## src/rtl/sss_pkg.sv

```systemverilog
package sss_pkg;

    localparam int unsigned DEF_WORD_W   = 16;
    localparam int unsigned DEF_NARROW_W = 8;
    localparam int unsigned DEF_SYNC     = 2;

    // serial pins as seen after synchronisation
    typedef struct packed {
        logic sck;
        logic sel_n;
        logic sdi;
    } pin_t;

    // clock low, select released, data low
    localparam pin_t PIN_RESET = '{sck: 1'b0, sel_n: 1'b1, sdi: 1'b0};

    // events produced by the edge detector for the shifter
    typedef struct packed {
        logic leave;   // clock leaves its idle level
        logic ret;     // clock returns to its idle level
        logic sel_on;  // select currently active
        logic first;   // select became active this cycle
    } evt_t;

    // word length in bits for a given width setting
    function automatic int unsigned frame_bits(input logic wide,
                                               input int unsigned narrow_w,
                                               input int unsigned word_w);
        return wide ? word_w : narrow_w;
    endfunction

endpackage

```

## src/rtl/sss_sync.sv

```systemverilog
module sss_sync #(
    parameter int unsigned W      = 3,
    parameter int unsigned STAGES = 2,
    parameter logic [W-1:0] RST_VAL = '0
) (
    input  logic         clk,
    input  logic         rst,
    input  logic [W-1:0] d,
    output logic [W-1:0] q
);
    logic [STAGES-1:0][W-1:0] chain;

    always_ff @(posedge clk) begin
        if (rst) begin
            chain <= {STAGES{RST_VAL}};
        end else begin
            chain[0] <= d;
            for (int i = 1; i < STAGES; i++) begin
                chain[i] <= chain[i-1];
            end
        end
    end

    assign q = chain[STAGES-1];
endmodule

```

## src/rtl/sss_edge.sv

```systemverilog
module sss_edge
    import sss_pkg::*;
(
    input  logic clk,
    input  logic rst,
    input  logic idle_hi,
    input  logic sck_s,
    input  logic sel_n_s,
    output evt_t evt
);
    logic sck_prev;
    logic sel_n_prev;

    always_ff @(posedge clk) begin
        if (rst) begin
            sck_prev   <= PIN_RESET.sck;
            sel_n_prev <= PIN_RESET.sel_n;
        end else begin
            sck_prev   <= sck_s;
            sel_n_prev <= sel_n_s;
        end
    end

    always_comb begin
        evt.leave  = (sck_s != idle_hi) && (sck_prev == idle_hi);
        evt.ret    = (sck_s == idle_hi) && (sck_prev != idle_hi);
        evt.sel_on = !sel_n_s;
        evt.first  = !sel_n_s && sel_n_prev;
    end
endmodule

```

## src/rtl/sss_core.sv

```systemverilog
module sss_core
    import sss_pkg::*;
#(
    parameter int unsigned WORD_W   = DEF_WORD_W,
    parameter int unsigned NARROW_W = DEF_NARROW_W
) (
    input  logic              clk,
    input  logic              rst,
    input  evt_t              evt,
    input  logic              sdi,
    input  logic              wide,
    input  logic              echo_en,
    input  logic              data_valid,
    input  logic [WORD_W-1:0] data_word,
    output logic              busy,
    output logic              start,
    output logic              done,
    output logic [WORD_W-1:0] rx_word,
    output logic              sdo_bit
);
    localparam int unsigned CW   = $clog2(WORD_W);
    localparam int unsigned PADW = WORD_W - NARROW_W;

    logic [WORD_W-1:0] tx_sh;
    logic [WORD_W-2:0] rx_sh;
    logic [CW-1:0]     cnt;
    logic              busy_q;
    logic              adv_q;
    logic              echo_q;
    logic              last_bit;
    logic [WORD_W-1:0] tx_load;
    logic [WORD_W-1:0] rx_full;

    assign last_bit = (cnt == CW'(frame_bits(wide, NARROW_W, WORD_W) - 1));
    assign tx_load  = wide ? data_word : {data_word[NARROW_W-1:0], {PADW{1'b0}}};
    assign rx_full  = {rx_sh, sdi};
    assign rx_word  = wide ? rx_full : {{PADW{1'b0}}, rx_full[NARROW_W-1:0]};

    assign start = evt.sel_on && (evt.first || (evt.leave && !busy_q));
    assign done  = evt.sel_on && !start && busy_q && evt.ret && last_bit;

    always_ff @(posedge clk) begin
        if (rst) begin
            tx_sh  <= '0;
            rx_sh  <= '0;
            cnt    <= '0;
            busy_q <= 1'b0;
            adv_q  <= 1'b0;
            echo_q <= 1'b0;
        end else if (!evt.sel_on) begin
            // released select realigns the bit count
            cnt    <= '0;
            busy_q <= 1'b0;
            adv_q  <= 1'b0;
            echo_q <= 1'b0;
        end else if (start) begin
            tx_sh  <= tx_load;
            cnt    <= '0;
            busy_q <= 1'b1;
            adv_q  <= 1'b0;
            echo_q <= echo_en && !data_valid;
        end else if (busy_q) begin
            // one output advance is allowed per sampled bit
            if (evt.leave && adv_q) begin
                tx_sh <= {tx_sh[WORD_W-2:0], 1'b0};
                adv_q <= 1'b0;
            end
            if (evt.ret) begin
                rx_sh <= rx_full[WORD_W-2:0];
                adv_q <= 1'b1;
                if (last_bit) begin
                    cnt    <= '0;
                    busy_q <= 1'b0;
                end else begin
                    cnt <= cnt + 1'b1;
                end
            end
        end
    end

    assign busy    = busy_q;
    assign sdo_bit = echo_q ? sdi : tx_sh[WORD_W-1];
endmodule

```

## src/rtl/ser_slave_shifter.sv

```systemverilog
module ser_slave_shifter
    import sss_pkg::*;
#(
    parameter int unsigned WORD_W      = DEF_WORD_W,
    parameter int unsigned NARROW_W    = DEF_NARROW_W,
    parameter int unsigned SYNC_STAGES = DEF_SYNC
) (
    input  logic              clk,
    input  logic              rst,
    input  logic              cfg_wide,
    input  logic              cfg_idle_hi,
    input  logic              cfg_echo_en,
    input  logic              cfg_rd_irq_en,
    input  logic              cfg_wr_irq_en,
    input  logic              host_wr_en,
    input  logic [WORD_W-1:0] host_wr_data,
    input  logic              host_rd_en,
    output logic [WORD_W-1:0] host_rd_data,
    input  logic              sck_in,
    input  logic              sel_n_in,
    input  logic              sdi_in,
    output logic              sdo_data,
    output logic              sdo_oe,
    output logic              busy,
    output logic              rbf,
    output logic              irq
);
    localparam int unsigned PIN_W = $bits(pin_t);

    pin_t              pin_raw;
    pin_t              pin_s;
    evt_t              evt;
    logic [WORD_W-1:0] data_q;
    logic              valid_q;
    logic              rbf_q;
    logic              core_busy;
    logic              core_start;
    logic              core_done;
    logic [WORD_W-1:0] core_rx;
    logic              core_sdo;

    assign pin_raw = '{sck: sck_in, sel_n: sel_n_in, sdi: sdi_in};

    sss_sync #(
        .W       (PIN_W),
        .STAGES  (SYNC_STAGES),
        .RST_VAL (PIN_RESET)
    ) u_sync (
        .clk (clk),
        .rst (rst),
        .d   (pin_raw),
        .q   (pin_s)
    );

    sss_edge u_edge (
        .clk     (clk),
        .rst     (rst),
        .idle_hi (cfg_idle_hi),
        .sck_s   (pin_s.sck),
        .sel_n_s (pin_s.sel_n),
        .evt     (evt)
    );

    sss_core #(
        .WORD_W   (WORD_W),
        .NARROW_W (NARROW_W)
    ) u_core (
        .clk        (clk),
        .rst        (rst),
        .evt        (evt),
        .sdi        (pin_s.sdi),
        .wide       (cfg_wide),
        .echo_en    (cfg_echo_en),
        .data_valid (valid_q),
        .data_word  (data_q),
        .busy       (core_busy),
        .start      (core_start),
        .done       (core_done),
        .rx_word    (core_rx),
        .sdo_bit    (core_sdo)
    );

    // data register: host write takes priority over a completing transfer
    always_ff @(posedge clk) begin
        if (rst) begin
            data_q  <= '0;
            valid_q <= 1'b0;
            rbf_q   <= 1'b0;
        end else begin
            if (host_wr_en) begin
                data_q  <= host_wr_data;
                valid_q <= 1'b1;
            end else begin
                if (core_done)  data_q  <= core_rx;
                if (core_start) valid_q <= 1'b0;
            end
            if (core_done)       rbf_q <= 1'b1;
            else if (host_rd_en) rbf_q <= 1'b0;
        end
    end

    assign host_rd_data = data_q;
    assign sdo_oe       = evt.sel_on;
    assign sdo_data     = core_sdo;
    assign busy         = core_busy;
    assign rbf          = rbf_q;
    assign irq          = (rbf_q && cfg_rd_irq_en) || (!core_busy && cfg_wr_irq_en);
endmodule

```

## config.mk

```make
export PLATFORM = sky130hd
export DESIGN_NAME = ser_slave_shifter
export DESIGN_NICKNAME = d
export VERILOG_FILES = /design/src/rtl/sss_pkg.sv /design/src/rtl/sss_sync.sv /design/src/rtl/sss_edge.sv /design/src/rtl/sss_core.sv /design/src/rtl/ser_slave_shifter.sv
export SDC_FILE = /design/constraint.sdc
export NUM_CORES = 1
export LEC_CHECK = 0
export BUFFER_PORTS_ARGS = -buffer_cell sky130_fd_sc_hd__buf_4
export CORE_MARGIN = 5
export CORE_UTILIZATION = 50
export CTS_CLUSTER_DIAMETER = 30
export DETAILED_ROUTE_END_ITERATION = 6
export HOLD_SLACK_MARGIN = 0.1
export PLACE_DENSITY = 0.79
export SKIP_CTS_REPAIR_TIMING = 1
export SYNTH_ARGS = -nofsm -noshare
export SYNTH_HDL_FRONTEND = slang
export SYNTH_SLANG_ARGS = --single-unit
```

## constraint.sdc

```tcl
create_clock -name clk -period 2.7 [get_ports clk]
set_clock_uncertainty 0.05 [all_clocks]
set_input_delay 0.405 -clock clk [delete_from_list [all_inputs] [get_ports clk]]
set_output_delay 0.405 -clock clk [all_outputs]
set_load 0.02 [all_outputs]
```

==> results of run 1 <==
[stage by stage]
step	area (um^2)	utilization, %	total power [mW]	hold slack, ps
6_report	3600	60.1	2.06	192
5_1_grt	3600	60.1	2.15	180
4_1_cts	3600	60.1	2.08	182
3_5_place_dp	3400	56.8	1.26	344
3_3_place_gp	3400	56.8	1.25	343
2_1_floorplan	3110	-	1.17	339
[kinds of logic after synthesis]
family	synth area share (%)
and+or+nand+nor	17.5
AOI/OAI and AO/OA	20.3
DFF	41.2
buffers and inverters	6.97
muxes	13.0
xor gates and xnor gates	0.564
adders and majority gates	0.403
[worst paths after layout]
| check | startpoint | end | slack [ps] | cells past startpoint |
|---|---|---|---|---|
| hold reg to reg | u_sync.chain[1] | u_sync.q[1] | 360 | 1 |
| setup reg to reg | u_edge.sck_prev | u_core.tx_sh[2] | 190 | 4 |
| setup / recovery | u_edge.sck_prev | u_core.tx_sh[2] | 190 | 4 |
| hold / removal | sel_n_in | u_sync.chain[1] | 190 | 2 |
[power breakdown]
part	total, mW	switching (mW)	internal (mW)
combinational	0.227	0.123	0.104
clock	0.828	0.354	0.474
sequential	1.01	0.0316	0.977
[worst register-to-register path: stages, from the launching register on]
cell and delay (ps):
dfxtp_1 410, a21oi_1 820, or3_1 670, mux2i_1 320, a211oi_2 100
[placed cells by master (no fill, tap or decap), types with 2 or more instances in the layout]
master / n
or3_1: 2
and2_1: 2
clkbuf_8: 11
nand2b_1: 3
nand2_1: 30
nor3_1: 12
clkinv_2: 2
nand3_1: 3
mux2_2: 12
mux2i_1: 27
or2_2: 3
nand3b_1: 2
o21ai_2: 2
nor2b_1: 5
o31ai_1: 7
a211oi_1: 6
a21oi_1: 37
nor3b_1: 13
a211oi_2: 8
nor2_1: 24
o21ai_0: 11
dfxtp_1: 64
o211ai_1: 9
inv_1: 11
buf_4: 50
clkbuf_1: 2
[routing by layer]
metal / vias up / track usage [%]
li1: 1265 / -
met1: 1180 / 25.4
met2: 51 / 30.0
met3: 9 / 4.10
met4: 0 / 9.48
met5: - / 0
[state kept, by name, indices dropped and copies added, names as in the netlist]
register and cells:
u_core.tx_sh 16, u_edge.sel_n_prev 1, host_rd_data 16, u_sync.q 3
u_core.cnt 4, u_core.rx_sh 15, u_core.adv_q 1, u_core.echo_q 1
u_core.busy 1, u_sync.chain 3, valid_q 1, rbf 1
u_edge.sck_prev 1
[final cells by class]
type	count	area [um^2]	area share [%]
Clock buffer	13	159	4.41
Clock inverter	3	40.0	1.11
Inverter	11	41.3	1.15
Multi-Input combinational cell	235	1610	44.7
Sequential cell	64	1280	35.6
Tap cell	75	93.8	2.61
Timing Repair Buffer	50	375	10.4
==> results.py, run 1 <==
metrics = {
    "floorplanning": {
        "die_area_um2": 7890,
        "die_x_um": 88.8,
        "start_util_pct": 51.9,
        "core_area_um2": 5990,
        "boundaryPins": 49,
        "die_h_um": 88.8,
        "rows": 28,
    },
    "synth": {
        "yosysWarnings": 0,
        "synth_area_per_cell_um2": 9.11,
        "synth_flop_cell": "dfxtp_1",
        "synth_async_sr_flop_share_pct": 0,
        "synth_area_leaders": "dfxtp_1 41%, mux2i_1 8.7%, a21oi_1 6.0%",
        "ys_ff_latch": 64,
        "ys_types": 44,
        "syn_inst": 341,
        "syn-num-nets": 370,
        "synth_most_common_cell": "dfxtp_1",
        "synth-edff-count": 0,
        "synth_top_cell_area_share_pct": 41.2,
        "ys_top_cells_by_count": "64 x dfxtp_1, 37 x a21oi_1, 30 x nand2_1",
        "ys_seq_area_share_pct": 41.2,
        "synth_top_area_cell": "dfxtp_1",
        "synth_area_um2": 3110,
    },
    "routing": {
        "m1WireLength_um": 3170,
        "drt_pass1_iterations": 4,
        "vias_per_cell": 5.55,
        "post_drt_wl_per_cell_um": 15.5,
        "met3_length_um": 257,
        "vias": 2505,
        "drc": 0,
        "route.met2.wl_um": 3420,
        "top_layer": "met4",
        "ant_nets": 0,
        "wl_um": 6990,
        "drtIter0Drc": 173,
    },
    "timing": {
        "max_freq_mhz": 398,
        "worst_slack_ps": 190,
        "report.final.slew_viol_count": 0,
        "rsz0062_at_grt": "no",
        "worstMarginPinSlew_ps": 1020,
        "finalCritPeriodShare_pct": 93.0,
        "hold_violations": 0,
        "relSlewSlack_pct": 31.9,
        "final.min_clock_period_ps": 2510,
        "final-setup-viol-count": 0,
        "tns_ps": 0,
    },
    "power": {
        "vdd_drop_max_uv": 361,
        "total_leakage_power_nw": 1.52,
        "power_density_nw_per_um2": 573,
    },
    "setup_path": {
        "crit_family": "compound AO/OA/AOI/OAI gates",
        "timing.critical_path.buf_inv": 0,
        "path_cells": "a21oi_1 -> or3_1 -> mux2i_1 -> a211oi_2",
        "crit_fanout": 15,
        "critPathCaptureType": "flop",
        "crit_type": "flop to flop",
        "max_stage_delay_ps": 820,
        "crit_slowest_cell": "a21oi_1",
        "cp-start-kind": "flop",
        "cp.arrival_ps": 2660,
        "worstPathRequired_ps": 2850,
    },
    "finish": {
        "n_antenna_cell": 0,
        "syn_to_final_growth_pct": 15.9,
        "fillers": 522,
        "drive_gt1_share_pct": 24.7,
        "fin_cells": 451,
        "nets": 400,
    },
    "clocking": {
        "clk_path_buf_depth": 2,
        "cts_tree": "yes",
        "clock-sinks": 64,
        "htreeDepth": 3,
        "cts_inserted_buffers": 9,
        "clock_latency_ps": 340,
        "clk_pin_slew_ps": 70,
        "cts_root_buf": "clkbuf_8",
    },
    "grt": {
        "grtUsageTotal_pct": 19.3,
        "grt_antenna_before_repair": 0,
        "first_global_vias": 2458,
        "grt_overflow": 0,
        "grt_pass1_wl_um": 11800,
        "grt_start_max_net_pins": 58,
    },
    "job": {
        "drv_cap": 0,
    },
    "outcome": {
        "status": "finished, final reports clean",
    },
    "placed_design": {
        "dp.final_hpwl_um": 4790,
        "io_buffers": 48,
        "place.gp.congestion": 0.800,
        "placedCellCount": 435,
        "pre_cts_ws_ps": 149,
    },
    "hold_path": {
        "hold_class": "input pin to flop",
    },
}
(Power assumes the default switching activity.)
==> inputs of run 2 (changes only) <==
--- a/config.mk
+++ b/config.mk
@@ -5,13 +5,14 @@
 export SDC_FILE = /design/constraint.sdc
 export NUM_CORES = 1
 export LEC_CHECK = 0
+export ABC_AREA = 0
 export BUFFER_PORTS_ARGS = -buffer_cell sky130_fd_sc_hd__buf_4
 export CORE_MARGIN = 5
-export CORE_UTILIZATION = 50
+export CORE_UTILIZATION = 61
 export CTS_CLUSTER_DIAMETER = 30
 export DETAILED_ROUTE_END_ITERATION = 6
 export HOLD_SLACK_MARGIN = 0.1
-export PLACE_DENSITY = 0.79
+export PLACE_DENSITY = 0.92
 export SKIP_CTS_REPAIR_TIMING = 1
 export SYNTH_ARGS = -nofsm -noshare
 export SYNTH_HDL_FRONTEND = slang
==> results.py, run 2 (synthesized netlist as in run 1, its figures left out) <==
metrics = {
    "timing": {
        "final.min_clock_period_ps": 2490,
        "rsz0062_at_grt": "no",
        "whs_ps": 193,
        "worst_slack_ps": 209,
        "worstMarginPinSlew_ps": 1030,
        "hold_violations": 0,
        "final-setup-viol-count": 0,
        "tns_ps": 0,
        "relSlewSlack_pct": 31.4,
        "finalCritPeriodShare_pct": 92.2,
        "max_freq_mhz": 402,
        "report.final.slew_viol_count": 0,
    },
    "floorplanning": {
        "die_area_um2": 6620,
        "start_util_pct": 61.6,
        "die_h_um": 81.4,
        "die_x_um": 81.4,
        "core_area_um2": 5040,
        "rows": 26,
        "boundaryPins": 49,
    },
    "setup_path": {
        "cp-start-kind": "flop",
        "rr_startpoint": "u_edge.sck_prev",
        "cp.arrival_ps": 2640,
        "r2r_end": "u_core.tx_sh[1]",
        "critPathCaptureType": "flop",
        "crit_fanout": 15,
        "critPathCapture": "u_core.tx_sh[1]",
        "ff2ff_setup_slack_ps": 210,
        "rr_worst_depth": 4,
        "worstPathRequired_ps": 2850,
        "critPathLaunch": "u_edge.sck_prev",
        "crit_type": "flop to flop",
    },
    "clocking": {
        "clk_pin_slew_ps": 70,
        "htreeDepth": 3,
        "clk_path_buf_depth": 2,
        "clock-sinks": 64,
        "clock_latency_ps": 340,
        "cts_root_buf": "clkbuf_8",
        "cts_inserted_buffers": 9,
        "cts_tree": "yes",
    },
    "grt": {
        "grt_antenna_before_repair": 0,
        "grt_pass1_wl_um": 11400,
        "grtUsageTotal_pct": 22.4,
        "first_global_vias": 2465,
        "grt_overflow": 0,
        "grt_start_max_net_pins": 58,
    },
    "placed_design": {
        "placedCellCount": 430,
        "place_area_um2": 3390,
        "place.gp.congestion": 0.794,
        "pre_cts_ws_ps": 214,
        "dp.final_hpwl_um": 4600,
        "io_buffers": 48,
    },
    "routing": {
        "drc": 0,
        "m1WireLength_um": 3000,
        "vias": 2595,
        "wl_um": 6950,
        "drtIter0Drc": 162,
        "met3_length_um": 301,
        "route.met2.wl_um": 3480,
        "drt_pass1_iterations": 4,
        "top_layer": "met4",
        "post_drt_wl_per_cell_um": 15.6,
        "ant_nets": 0,
        "vias_per_cell": 5.82,
    },
    "power": {
        "p_total_mw": 2.12,
        "total_leakage_power_nw": 1.53,
        "vdd_drop_max_uv": 381,
        "power_density_nw_per_um2": 586,
    },
    "finish": {
        "syn_to_final_growth_pct": 16.3,
        "fin_cells": 446,
        "n_antenna_cell": 0,
        "fin_util_pct": 71.6,
        "final_cell_area_um2": 3610,
        "nets": 400,
        "final_common_cell": "dfxtp_1",
        "mostFrequentLayoutCells": "64 x dfxtp_1, 50 x buf_4, 37 x a21oi_1",
        "drive_gt1_share_pct": 25.0,
    },
    "outcome": {
        "status": "finished, final reports clean",
    },
    "hold_path": {
        "hold-path-cell-count": 2,
        "hold_class": "input pin to flop",
    },
    "job": {
        "drv_cap": 0,
    },
}
-- run 2: final cells by class --
type,count,area (um^2)
fillers,381,1430
inverters,11,41.3
flip-flops and latches,64,1280
clock inverters,2,35.0
repair buffers,50,375
clock buffers,14,183
well taps,70,87.6
multi-input cells,235,1610
-- run 2: worst max-delay path, stage by stage (launching register included) --
cell      delay [ps]
dfxtp_1          400
a21oi_1          800
or3_1            620
mux2i_1          350
a211oi_2         120
-- run 2: report_power, final --
part	switching (mW)	internal [mW]
clock network	0.354	0.526
registers	0.0311	0.977
logic	0.126	0.104
total	0.511	1.61
-- run 2: worst min path at each step --
stage / start / to
after floorplan: u_sync.chain[1] / u_sync.q[1]
after global placement: u_sync.chain[1] / u_sync.q[1]
after detailed placement: u_sync.chain[1] / u_sync.q[1]
after CTS: sel_n_in / u_sync.chain[1]
after global routing: sel_n_in / u_sync.chain[1]
final: sel_n_in / u_sync.chain[1]
-- run 2: layer usage --
| metal | up-vias | GRT usage [%] |
|---|---|---|
| met2 | 81 | 37.1 |
| met5 | - | 0 |
| met3 | 14 | 3.99 |
| met4 | 0 | 11.0 |
| met1 | 1228 | 28.0 |
| li1 | 1272 | - |
==> inputs of run 3 (changes only) <==
--- a/config.mk
+++ b/config.mk
@@ -9,11 +9,13 @@
 export BUFFER_PORTS_ARGS = -buffer_cell sky130_fd_sc_hd__buf_4
 export CORE_MARGIN = 5
 export CORE_UTILIZATION = 61
+export CTS_BUF_LIST = sky130_fd_sc_hd__clkbuf_16
 export CTS_CLUSTER_DIAMETER = 30
 export DETAILED_ROUTE_END_ITERATION = 6
 export HOLD_SLACK_MARGIN = 0.1
-export PLACE_DENSITY = 0.92
+export PLACE_DENSITY_LB_ADDON = 0.12
 export SKIP_CTS_REPAIR_TIMING = 1
+export SLEW_MARGIN = 30
 export SYNTH_ARGS = -nofsm -noshare
 export SYNTH_HDL_FRONTEND = slang
 export SYNTH_SLANG_ARGS = --single-unit
==> results.py, run 3 (synthesized netlist as in run 1, its figures left out) <==
metrics = {
    "outcome": {
        "status": "finished, final reports clean",
    },
    "finish": {
        "nets": 400,
        "final_cell_area_um2": 3710,
        "syn_to_final_growth_pct": 19.5,
        "mostFrequentLayoutCells": "64 x dfxtp_1, 50 x buf_4, 37 x a21oi_1",
        "final_common_cell": "dfxtp_1",
        "fillers": 387,
        "n_antenna_cell": 0,
        "fin_cells": 446,
        "multi_input_area_um2": 1620,
        "ff_latch_area_um2": 1280,
        "drive_gt1_share_pct": 25.0,
    },
    "routing": {
        "vias_per_cell": 5.58,
        "drc": 0,
        "drt_pass1_iterations": 4,
        "wl_um": 6660,
        "post_drt_wl_per_cell_um": 14.9,
        "vias": 2488,
        "drtIter0Drc": 120,
        "ant_nets": 0,
    },
    "hold_path": {
        "hold_class": "input pin to flop",
    },
    "placed_design": {
        "pre_cts_ws_ps": 244,
        "io_buffers": 48,
        "place.gp.congestion": 0.749,
        "place_area_um2": 3390,
        "placedCellCount": 430,
        "dp.final_hpwl_um": 4530,
    },
    "grt": {
        "grt_overflow": 0,
        "grtUsageTotal_pct": 22.5,
        "grt_antenna_before_repair": 0,
        "grt_start_max_net_pins": 58,
        "first_global_vias": 2432,
        "grt_pass1_wl_um": 11500,
    },
    "setup_path": {
        "worstPathRequired_ps": 2830,
        "crit_type": "flop to flop",
        "crit_fanout": 15,
        "cp.arrival_ps": 2500,
        "cp-start-kind": "flop",
        "critPathCaptureType": "flop",
        "ff2ff_setup_slack_ps": 330,
    },
    "timing": {
        "relSlewSlack_pct": 37.3,
        "report.final.slew_viol_count": 0,
        "worst_slack_ps": 330,
        "tns_ps": 0,
        "max_freq_mhz": 422,
        "final.min_clock_period_ps": 2370,
        "hold_violations": 0,
        "worstMarginPinSlew_ps": 941,
        "rsz0062_at_grt": "no",
        "final-setup-viol-count": 0,
        "finalCritPeriodShare_pct": 87.8,
    },
    "floorplanning": {
        "die_x_um": 81.4,
        "boundaryPins": 49,
        "die_h_um": 81.4,
        "core_area_um2": 5040,
        "rows": 26,
        "start_util_pct": 61.6,
        "die_area_um2": 6620,
    },
    "power": {
        "total_leakage_power_nw": 1.57,
        "power_density_nw_per_um2": 656,
        "vdd_drop_max_uv": 449,
        "p_total_mw": 2.44,
    },
    "clocking": {
        "clk_path_buf_depth": 2,
        "cts_root_buf": "clkbuf_16",
        "cts_tree": "yes",
        "clock_latency_ps": 320,
        "clk_pin_slew_ps": 50,
        "cts_inserted_buffers": 9,
        "htreeDepth": 3,
        "clock-sinks": 64,
    },
    "job": {
        "drv_cap": 0,
    },
}
## run 3: worst max-delay path, stage by stage, from the launching register on
cell and delay, ps:
dfxtp_1 390, a21oi_1 790, or3_1 610, mux2i_1 290, a211oi_2 90
## run 3: final timing paths
kind | startpoint | endpoint | cells after the start
setup / recovery | u_edge.sck_prev | u_core.tx_sh[1] | 4
hold / removal | sel_n_in | u_sync.chain[1] | 2
setup reg to reg | u_edge.sck_prev | u_core.tx_sh[1] | 4
hold reg to reg | u_sync.chain[1] | u_sync.q[1] | 1
## run 3: per-layer routing
metal	part of all wire [%]	track usage, %
met3	4.2	5.54
met1	46	29.0
met5	0	0
met4	2.0	9.46
met2	48	35.7
## run 3: final cells by class
class                      count  share of cell area [%]
multi-input combinational    235                    43.5
sequential                    64                    34.5
timing repair buffer          50                    10.1
clock buffer                   9                    6.06
tap                           70                    2.36
clock inverter                 7                    2.32
inverter                      11                    1.11
## run 3: power by group
group | leakage (nW) | switching [mW] | internal, mW
clock | 0.153 | 0.402 | 0.798
sequential | 0.522 | 0.0311 | 0.978
combinational | 0.893 | 0.122 | 0.104
## run 3: per-stage QoR
step,util (%),hold slack [ps]
2_1_floorplan,-,339
3_3_place_gp,67.3,343
3_5_place_dp,67.3,354
4_1_cts,73.5,217
5_1_grt,73.6,215
6_report,73.6,220
